File: src/rtl/tagmem_pkg.sv
package tagmem_pkg;
  typedef enum logic [1:0] {
    OP_READ  = 2'd0,
    OP_WRITE = 2'd1,
    OP_BLKWR = 2'd2,
    OP_ERASE = 2'd3
  } op_e;

  typedef enum logic [1:0] {
    BK_RSV = 2'd0,
    BK_EPC = 2'd1,
    BK_TID = 2'd2,
    BK_USR = 2'd3
  } bank_e;
endpackage

File: src/rtl/tagmem_map.sv
module tagmem_map
  import tagmem_pkg::*;
#(
  parameter int DEPTH     = 27,
  parameter int RSV_W     = 4,
  parameter int EPC_S     = 11,
  parameter int EPC_L     = 19,
  parameter int TID_W     = 4,
  parameter int ADDR_W    = 5,
  parameter int CNT_W     = 5,
  parameter int PADDR_W   = 5,
  parameter int LEN_W     = 5,
  parameter int LEN_LIMIT = 9,
  parameter int BLK_MAX   = 4
) (
  input  op_e                op,
  input  bank_e              bank,
  input  logic [ADDR_W-1:0]  addr,
  input  logic [CNT_W-1:0]   count,
  input  logic [LEN_W-1:0]   len_field,
  output logic               ok,
  output logic [PADDR_W-1:0] base,
  output logic [CNT_W-1:0]   nwords
);
  localparam int SW    = ((ADDR_W > CNT_W) ? ADDR_W : CNT_W) + 1;
  localparam int USR_W = DEPTH - RSV_W - EPC_S - TID_W;

  logic               big;
  logic               cnt_ok;
  logic [SW-1:0]      size;
  logic [SW-1:0]      span;
  logic [PADDR_W-1:0] bbase;

  always_comb begin
    big    = len_field > LEN_W'(LEN_LIMIT);
    nwords = (op == OP_WRITE) ? CNT_W'(1) : count;
    case (bank)
      BK_RSV: begin
        bbase = '0;
        size  = SW'(RSV_W);
      end
      BK_EPC: begin
        bbase = PADDR_W'(RSV_W);
        size  = big ? SW'(EPC_L) : SW'(EPC_S);
      end
      BK_TID: begin
        bbase = big ? PADDR_W'(RSV_W + EPC_L) : PADDR_W'(RSV_W + EPC_S);
        size  = SW'(TID_W);
      end
      default: begin
        bbase = PADDR_W'(RSV_W + EPC_S + TID_W);
        size  = big ? '0 : SW'(USR_W);
      end
    endcase
    case (op)
      OP_READ:  cnt_ok = nwords != '0;
      OP_WRITE: cnt_ok = 1'b1;
      OP_BLKWR: cnt_ok = (nwords != '0) && (nwords <= CNT_W'(BLK_MAX));
      default:  cnt_ok = nwords >= CNT_W'(2);
    endcase
    span = SW'(addr) + SW'(nwords);
    ok   = cnt_ok && (size != '0) && (span <= size);
    base = bbase + PADDR_W'(addr);
  end
endmodule

File: src/rtl/tagmem_store.sv
module tagmem_store #(
  parameter int WORD_W  = 16,
  parameter int DEPTH   = 27,
  parameter int PADDR_W = 5,
  parameter int PC_IDX  = 5,
  parameter int LEN_W   = 5
) (
  input  logic               clk,
  input  logic               rst,
  input  logic               we,
  input  logic [PADDR_W-1:0] waddr,
  input  logic [WORD_W-1:0]  wdata,
  input  logic               re,
  input  logic [PADDR_W-1:0] raddr,
  output logic [WORD_W-1:0]  rdata,
  output logic [LEN_W-1:0]   len_field
);
  logic [WORD_W-1:0] mem [DEPTH];

  always_ff @(posedge clk) begin
    if (rst) begin
      for (int i = 0; i < DEPTH; i++) mem[i] <= '0;
      rdata <= '0;
    end else begin
      if (we) mem[waddr] <= wdata;
      if (re) rdata <= mem[raddr];
    end
  end

  // layout selector lives in the top bits of the protocol-control word
  assign len_field = mem[PC_IDX][WORD_W-1 -: LEN_W];
endmodule

File: src/rtl/tagmem_seq.sv
module tagmem_seq
  import tagmem_pkg::*;
#(
  parameter int WORD_W  = 16,
  parameter int PADDR_W = 5,
  parameter int CNT_W   = 5,
  parameter int BLK_MAX = 4
) (
  input  logic                      clk,
  input  logic                      rst,
  input  logic                      start,
  input  op_e                       op,
  input  logic                      ok,
  input  logic [PADDR_W-1:0]        base,
  input  logic [CNT_W-1:0]          nwords,
  input  logic [BLK_MAX*WORD_W-1:0] wr_blk,
  output logic                      we,
  output logic [PADDR_W-1:0]        waddr,
  output logic [WORD_W-1:0]         wdata,
  output logic                      re,
  output logic [PADDR_W-1:0]        raddr,
  output logic                      busy,
  output logic                      rd_valid,
  output logic                      done,
  output logic                      err
);
  localparam int IW = (BLK_MAX > 1) ? $clog2(BLK_MAX) : 1;

  typedef enum logic {S_IDLE, S_RUN} st_e;

  st_e                st;
  op_e                op_q;
  logic [PADDR_W-1:0] ptr;
  logic [CNT_W-1:0]   left;
  logic [IW-1:0]      idx;
  logic [WORD_W-1:0]  blk_in [BLK_MAX];
  logic [WORD_W-1:0]  blk_q  [BLK_MAX];
  logic               accept;

  for (genvar g = 0; g < BLK_MAX; g++) begin : g_unpack
    assign blk_in[g] = wr_blk[g*WORD_W +: WORD_W];
  end

  assign accept = (st == S_IDLE) && start;

  always_ff @(posedge clk) begin
    if (rst) begin
      st       <= S_IDLE;
      op_q     <= OP_READ;
      ptr      <= '0;
      left     <= '0;
      idx      <= '0;
      rd_valid <= 1'b0;
      done     <= 1'b0;
      err      <= 1'b0;
      for (int i = 0; i < BLK_MAX; i++) blk_q[i] <= '0;
    end else begin
      rd_valid <= (st == S_RUN) && (op_q == OP_READ);
      done     <= ((st == S_RUN) && (left == CNT_W'(1))) || (accept && !ok);
      err      <= accept && !ok;
      if (accept && ok) begin
        st   <= S_RUN;
        op_q <= op;
        ptr  <= base;
        left <= nwords;
        idx  <= '0;
        for (int i = 0; i < BLK_MAX; i++) blk_q[i] <= blk_in[i];
      end else if (st == S_RUN) begin
        ptr  <= ptr + PADDR_W'(1);
        left <= left - CNT_W'(1);
        idx  <= idx + IW'(1);
        if (left == CNT_W'(1)) st <= S_IDLE;
      end
    end
  end

  assign busy  = (st == S_RUN);
  assign we    = busy && (op_q != OP_READ);
  assign re    = busy && (op_q == OP_READ);
  assign waddr = ptr;
  assign raddr = ptr;
  assign wdata = (op_q == OP_ERASE) ? '0 : blk_q[idx];
endmodule

File: src/rtl/tagmem_ctrl.sv
module tagmem_ctrl
  import tagmem_pkg::*;
#(
  parameter int WORD_W         = 16,
  parameter int TOTAL_BITS     = 432,
  parameter int RSV_BITS       = 64,
  parameter int EPC_SMALL_BITS = 176,
  parameter int EPC_LARGE_BITS = 304,
  parameter int TID_BITS       = 64,
  parameter int ADDR_W         = 5,
  parameter int CNT_W          = 5,
  parameter int BLK_MAX        = 4,
  parameter int LEN_W          = 5,
  parameter int LEN_LIMIT      = 9,
  parameter int PC_WORD        = 1
) (
  input  logic                      clk,
  input  logic                      rst,
  input  logic                      start,
  input  logic [1:0]                op,
  input  logic [1:0]                bank,
  input  logic [ADDR_W-1:0]         addr,
  input  logic [CNT_W-1:0]          count,
  input  logic [BLK_MAX*WORD_W-1:0] wr_data,
  output logic                      busy,
  output logic                      rd_valid,
  output logic [WORD_W-1:0]         rd_data,
  output logic                      done,
  output logic                      err
);
  localparam int DEPTH   = TOTAL_BITS / WORD_W;
  localparam int RSV_W   = RSV_BITS / WORD_W;
  localparam int EPC_S   = EPC_SMALL_BITS / WORD_W;
  localparam int EPC_L   = EPC_LARGE_BITS / WORD_W;
  localparam int TID_W   = TID_BITS / WORD_W;
  localparam int PADDR_W = $clog2(DEPTH);
  localparam int PC_IDX  = RSV_W + PC_WORD;

  logic [LEN_W-1:0]   len_field;
  logic               map_ok;
  logic [PADDR_W-1:0] map_base;
  logic [CNT_W-1:0]   map_n;
  logic               st_we, st_re;
  logic [PADDR_W-1:0] st_waddr, st_raddr;
  logic [WORD_W-1:0]  st_wdata;

  tagmem_map #(
    .DEPTH(DEPTH), .RSV_W(RSV_W), .EPC_S(EPC_S), .EPC_L(EPC_L), .TID_W(TID_W),
    .ADDR_W(ADDR_W), .CNT_W(CNT_W), .PADDR_W(PADDR_W), .LEN_W(LEN_W),
    .LEN_LIMIT(LEN_LIMIT), .BLK_MAX(BLK_MAX)
  ) u_map (
    .op(op_e'(op)), .bank(bank_e'(bank)), .addr(addr), .count(count),
    .len_field(len_field), .ok(map_ok), .base(map_base), .nwords(map_n)
  );

  tagmem_seq #(
    .WORD_W(WORD_W), .PADDR_W(PADDR_W), .CNT_W(CNT_W), .BLK_MAX(BLK_MAX)
  ) u_seq (
    .clk(clk), .rst(rst), .start(start), .op(op_e'(op)), .ok(map_ok),
    .base(map_base), .nwords(map_n), .wr_blk(wr_data),
    .we(st_we), .waddr(st_waddr), .wdata(st_wdata), .re(st_re), .raddr(st_raddr),
    .busy(busy), .rd_valid(rd_valid), .done(done), .err(err)
  );

  tagmem_store #(
    .WORD_W(WORD_W), .DEPTH(DEPTH), .PADDR_W(PADDR_W), .PC_IDX(PC_IDX), .LEN_W(LEN_W)
  ) u_store (
    .clk(clk), .rst(rst), .we(st_we), .waddr(st_waddr), .wdata(st_wdata),
    .re(st_re), .raddr(st_raddr), .rdata(rd_data), .len_field(len_field)
  );
endmodule

File: config.mk
export PLATFORM = sky130hd
export DESIGN_NAME = tagmem_ctrl
export DESIGN_NICKNAME = d
export VERILOG_FILES = /design/src/rtl/tagmem_pkg.sv /design/src/rtl/tagmem_map.sv /design/src/rtl/tagmem_store.sv /design/src/rtl/tagmem_seq.sv /design/src/rtl/tagmem_ctrl.sv
export SDC_FILE = /design/constraint.sdc
export NUM_CORES = 1
export LEC_CHECK = 0
export ABC_AREA = 0
export CORE_ASPECT_RATIO = 1.1
export CORE_MARGIN = 5
export CORE_UTILIZATION = 45
export CTS_CLUSTER_SIZE = 10
export DETAILED_ROUTE_END_ITERATION = 10
export HOLD_SLACK_MARGIN = 0.02
export PLACE_DENSITY = 0.68
export SLEW_MARGIN = 10
export SYNTH_ARGS = -nofsm -noshare
export SYNTH_HDL_FRONTEND = slang
export SYNTH_SLANG_ARGS = --single-unit
File: constraint.sdc
create_clock -name clk -period 7.93 [get_ports clk]
set_input_delay 1.586 -clock clk [delete_from_list [all_inputs] [get_ports clk]]
set_output_delay 1.586 -clock clk [all_outputs]
set_load 0.05 [all_outputs]
---- After elaboration in Yosys (flattened, before gate mapping) ----
Memory sizes are Yosys's and may differ from the RTL's. A register that Yosys moved wholly into a read port is not among the register bits.
Cells that the tools add are included.
storage, ports and cells
  bits in registers ....................... 18
  bits in latches ......................... 0
  memory bits (writable) .................. 496
  ROM bits ................................ 0
  input bits .............................. 81
  output and inout port bits .............. 20
  logic and storage cells ................. 83
  memories kept ........................... 2
memory list
  memory       depth  bits a word  read ports  clocked after memory_dff  write ports  line                RTL
  u_store.mem  27     16           2           1                         27           tagmem_store.sv:18  logic [WORD_W-1:0] mem [DEPTH];
  u_seq.blk_q  4      16           1           1                         4            tagmem_seq.sv:37    logic [WORD_W-1:0] blk_q [BLK_MAX];
cells by class
  $add $sub $neg .......................... 5
  multipliers ............................. 0
  div/mod/pow operators ................... 0
  order comparisons ....................... 4
  eq/ne operators ......................... 6
  shifts and indexed selects .............. 0
  mux-type cells .......................... 32
  bitwise operators ....................... 5
  reductions and logical operators ........ 21
operator list
  operator                                                                         number
  16-bit 2-to-1 mux                                                                6
  5-bit 2-to-1 mux                                                                 8
  16-bit OR reduction                                                              1
  5-bit one-hot mux with 3 select lines                                            1
  1-bit 2-to-1 mux                                                                 12
  6-bit one-hot mux with 2 select lines                                            1
  1-bit logical AND                                                                9
  5-bit by 5-bit adder with 6-bit output                                           1
  2-bit equality test, second input constant                                       3
  6-bit <= comparator                                                              1
  2-bit zero test                                                                  3
  6-bit nonzero test                                                               1
  5-bit by 1-bit adder with 5-bit output, second input constant                    1
  5-bit adder                                                                      1
  5-bit by 1-bit equality test with 1-bit output, second input constant            1
  5-bit by 2-bit >= comparator with 1-bit output, second input constant            1
  5-bit by 4-bit greater-than comparator with 1-bit output, second input constant  1
  5-bit by 3-bit <= comparator with 1-bit output, second input constant            1
  5-bit nonzero test                                                               1
  5-bit by 1-bit subtractor with 5-bit output, second input constant               1
  2-bit by 1-bit equality test with 1-bit output, second input constant            2
  2-bit 2-to-1 mux                                                                 2
  4-bit 2-to-1 mux                                                                 1
  1-bit OR                                                                         4
  7 further kinds                                                                  9

---- Longest topological paths before layout ----
  depth in word-level cells ............... 12
  mapped depth ............................ 16
  mapped depth without buffers ............ 14

---- Modules after synthesis ----
A second synthesis with hierarchy kept.
second synthesis, totals
  cells, all modules ...................... 2,033
  area total of the unflattened synthesis .. 28,227.1 um2
by module, submodules not included
  module        times used  cells each  area each (um2)  seq. area each (um2)
  tagmem_store  1           1,675       23,767.8         15,695.1
  tagmem_seq    1           273         3,799.9          2,322.2
  tagmem_map    1           85          659.4            0.0

---- Least setup slack after synthesis ----
Ideal clock, no wire load.
  path type ............................... input to register
  start ................................... input port op[1]
  end ..................................... memory u_seq.blk_q[0][0], enable pin
  setup time .............................. 433 ps
  arrival time ............................ 5,400 ps
  required time ........................... 7,497 ps
  path slack .............................. 2,098 ps
  stages .................................. 16
  path buffers ............................ 2
  cell sequence ........................... nand2b_1 -> buf_4 -> and2_1 -> xor2_1 -> ha_1 -> a21oi_1 -> o21ai_0 -> a21oi_1 -> xnor2_1 -> ha_1 -> a211oi_1 -> a221o_1 -> and4_1 -> buf_6 -> nand2_1 -> nand2b_1
RTL lines
  element             line               RTL
  start: declaration  tagmem_ctrl.sv:20  input logic [1:0] op,
  end: declaration    tagmem_seq.sv:37

==> results.sh <==
export IMPL_status="complete, no violations"
export IMPL_hold_path_class="reg2reg"
export IMPL_p_leak_nw=10.4
export IMPL_viasPerCell=5.92
export IMPL_synth_warnings=0
export IMPL_clock_skew_ps=32.4
export IMPL_drtPass1Iterations=7
export IMPL_pwr_share_comb_pct=14.5
export IMPL_hold_viol=0
export IMPL_total_power_mw=7.86
export IMPL_path_delay_family="simple AND/OR/NAND/NOR gates"
export IMPL_max_freq_mhz=182
export IMPL_worst_pin_slew_ps=1050
export IMPL_postCtsSetupRepairBufs=0
export IMPL_port_buffers=100
export IMPL_die_area_mm2=0.0642
export IMPL_core_area_mm2=0.0586
export IMPL_grt_met3_usage_pct=4.00
export IMPL_final_util_pct=51.7
export IMPL_switching_share_pct=26.0
export IMPL_dpl_cell_area_mm2=0.0283
export IMPL_gr_total_overflow=0
export IMPL_p_seq_share_pct=47.8
export IMPL_ctsHoldBuffers=0
export IMPL_layout_common_cells="576 x edfxtp_1, 462 x nor2_1, 151 x mux4_2, 99 x clkdlybuf4s50_1, 75 x and2_1"
export IMPL_cp_start_kind="input pin"
export IMPL_wl_per_cell_um=25.3
export IMPL_whs_ps=491
export IMPL_end_kind="register"
export IMPL_finalMaxSlewViolations=0
export IMPL_clock_latency_ps=620
export IMPL_cpMaxStageDelayCell="buf_4"
export IMPL_antenna_cells=0
export IMPL_postSynthAreaPerCell_um2=14.8
export IMPL_grt_pass1_vias=16000
export IMPL_maxCapViolations=0
export IMPL_period_minus_slack_ps=5500
export IMPL_p_per_area_mw_per_mm2=259
export IMPL_gp_congestion=0.887
export IMPL_setup_violations=0
export IMPL_wl_um=67700
export IMPL_final_nets=1982
export IMPL_ys_seq_area_share_pct=67.6
export IMPL_p_int_mw=5.82
export IMPL_mostFrequentLayoutCell="edfxtp_1"
export IMPL_cp_max_fo=64
export IMPL_met1_usage_pct=29.3
export IMPL_synth_main_ff_cell="edfxtp_1"
export IMPL_ir_worst_vdd_mv=0.170
export IMPL_worst_path_largest_cell_delay_ps=610
export IMPL_postRouteAntennaNets=0
export IMPL_finalCritPeriodShare_pct=69.4
export IMPL_io_pins=101
export IMPL_syn_area_mm2=0.0267
export IMPL_power_switching_mw=2.04
export IMPL_numCtsBuffers=72
export IMPL_rsz0062_at_grt="no"
export IMPL_die_h_um=265
export IMPL_floorplan_initialDensity_pct=45.5
export IMPL_track_usage_pct=20.9
export IMPL_yosysUniqueCellTypes=56
export IMPL_required_ps=8160
export IMPL_syn_inst=1797
export IMPL_ys_ff_latch=612
export IMPL_fin_area_mm2=0.0303
export IMPL_drive_above_1_share_pct=14.9
export IMPL_clock_power_share_pct=37.7
export IMPL_worstPathCellList="clkdlybuf4s50_1 > nand2b_1 > nand2b_1 > ha_1 > and2_1 > a31oi_1 > a31oi_1 > xor2_1 > ha_1 > a211oi_1 > a221o_1 > and4_1 > nand2_1 > nand2b_2 > buf_4"
export IMPL_fill_cells=4816
export IMPL_synth_nets=1903
export IMPL_htreeDepth=3
export IMPL_use_met2_pct=33.2
export IMPL_cts_tree="done"
export IMPL_vias=15900
export IMPL_postSynth_asyncResetShare_pct=0
export IMPL_cts_buffer_depth=3
export IMPL_area_growth_pct=13.7
export IMPL_die_x_um=242
export IMPL_path_buf_inv=2
export IMPL_max_slew_margin_rel_pct=29.9
export IMPL_dpl_hpwl_um=41400
export IMPL_synth_edf_count=576
export IMPL_cp_arrival_ps=5730
export IMPL_busiest_layer="met2"
export IMPL_dr_first_iter_drc_count=1797
export IMPL_post_cts_resized=0
export IMPL_drc=0
export IMPL_cts_root_buf="clkbuf_16"
export IMPL_clk_pin_slew_ps=50
export IMPL_grt_antenna_before_repair=0
export IMPL_grt_pass1_wl_um=102000
export IMPL_rows=93
export IMPL_criticalPathCategory="in2reg"
export IMPL_grt_max_degree=67
export IMPL_setup_tns_ps=0
export IMPL_cts_sinks=612
[layout make-up]
cell class / instances / area (um^2) / share of cell area [%]
clock buffer: 108 / 1960 / 6.46
clock inverter: 9 / 101 / 0.334
inverter: 27 / 101 / 0.334
multi-input combinational: 1023 / 7880 / 26.0
sequential: 612 / 18000 / 59.5
tap: 760 / 951 / 3.14
timing repair buffer: 140 / 1300 / 4.28
[worst register-to-register path: stages (launching register included)]
cell,delay [ps]
dfxtp_4,720
buf_4,750
buf_4,690
mux4_2,650
mux2i_1,350
o211ai_1,190
a21oi_1,300
nor3_1,90
[per-stage QoR]
stage | instances | setup slack (ps)
floorplan | 1797 | 2100
global placement | 2562 | 2020
detailed placement | 2562 | 1830
CTS | 2679 | 2460
global route | 2679 | 2110
finish | 2679 | 2430
[per-layer routing]
layer,wire length [um],vias up
li1,-,6796
met1,26700,8103
met2,32200,843
met3,6560,128
met4,2280,0
met5,0,-
[state kept, by name (all words and copies together), names as in the netlist, named ones only]
signal	count
u_store.mem	512
u_seq.blk_q	64
u_store.rdata	16
u_seq.left	5
u_seq.raddr	5
u_seq.idx	2
u_seq.op_q	2
u_seq.busy	1
u_seq.done	1
u_seq.err	1
u_seq.rd_valid	1
[logic make-up (layout without fill, tap and decap cells)]
logic type	after synthesis	after routing	share of synthesized area (%)
and+or+nand+nor	695	695	11.4
DFF	612	612	67.6
muxes	171	171	13.5
buffers and inverters	162	284	2.87
AOI/OAI and AO/OA	114	114	2.86
adders and majority gates	25	25	1.20
xor gates and xnor gates	18	18	0.591
[path summary, 6_finish.rpt]
kind                startpoint                 to  slack [ps]  cells past startpoint
max                      op[1]  u_seq.blk_q[2][8]        2430                     15
min reg2reg  u_store.rdata[12]  u_store.rdata[12]         490                      2
min          u_store.rdata[12]  u_store.rdata[12]         490                      2
max reg2reg     u_seq.raddr[0]   u_store.rdata[6]        4050                      7
[cell usage after synthesis, types with 3 or more instances]
| cell type | number | area, um^2 |
|---|---|---|
| nand2b_1 | 35 | 219 |
| a211oi_1 | 7 | 52.6 |
| a22oi_1 | 20 | 150 |
| ha_1 | 24 | 300 |
| buf_2 | 41 | 205 |
| inv_1 | 25 | 93.8 |
| edfxtp_1 | 576 | 17300 |
| mux2_2 | 4 | 45.0 |
| nor2_1 | 462 | 1730 |
| a21oi_1 | 36 | 180 |
| buf_6 | 6 | 67.6 |
| mux4_2 | 151 | 3400 |
| clkbuf_1 | 66 | 248 |
| a32oi_1 | 4 | 35.0 |
| nand2_1 | 57 | 214 |
| a221o_1 | 3 | 30.0 |
| a31oi_1 | 3 | 18.8 |
| and3_1 | 5 | 31.3 |
| nor2b_1 | 5 | 31.3 |
| clkbuf_2 | 7 | 35.0 |
| dfxtp_1 | 36 | 721 |
| buf_4 | 14 | 105 |
| and2_1 | 75 | 469 |
| o211ai_1 | 12 | 90.1 |
| nor3_1 | 28 | 140 |
| o21ai_0 | 14 | 70.1 |
| xnor2_1 | 13 | 114 |
| xor2_1 | 5 | 43.8 |
| mux2i_1 | 16 | 160 |
| nand3_1 | 14 | 70.1 |
[power groups by stage]
stage	registers, mW	clock network (mW)	logic, mW
3_3_place_gp	3.81	0	1.12
3_5_place_dp	3.82	0	1.13
2_1_floorplan	3.81	0	0.738
6_report	3.76	2.96	1.14
4_1_cts	3.76	3.00	1.14
5_1_grt	3.77	3.15	1.20
(Power assumes the default switching activity.)
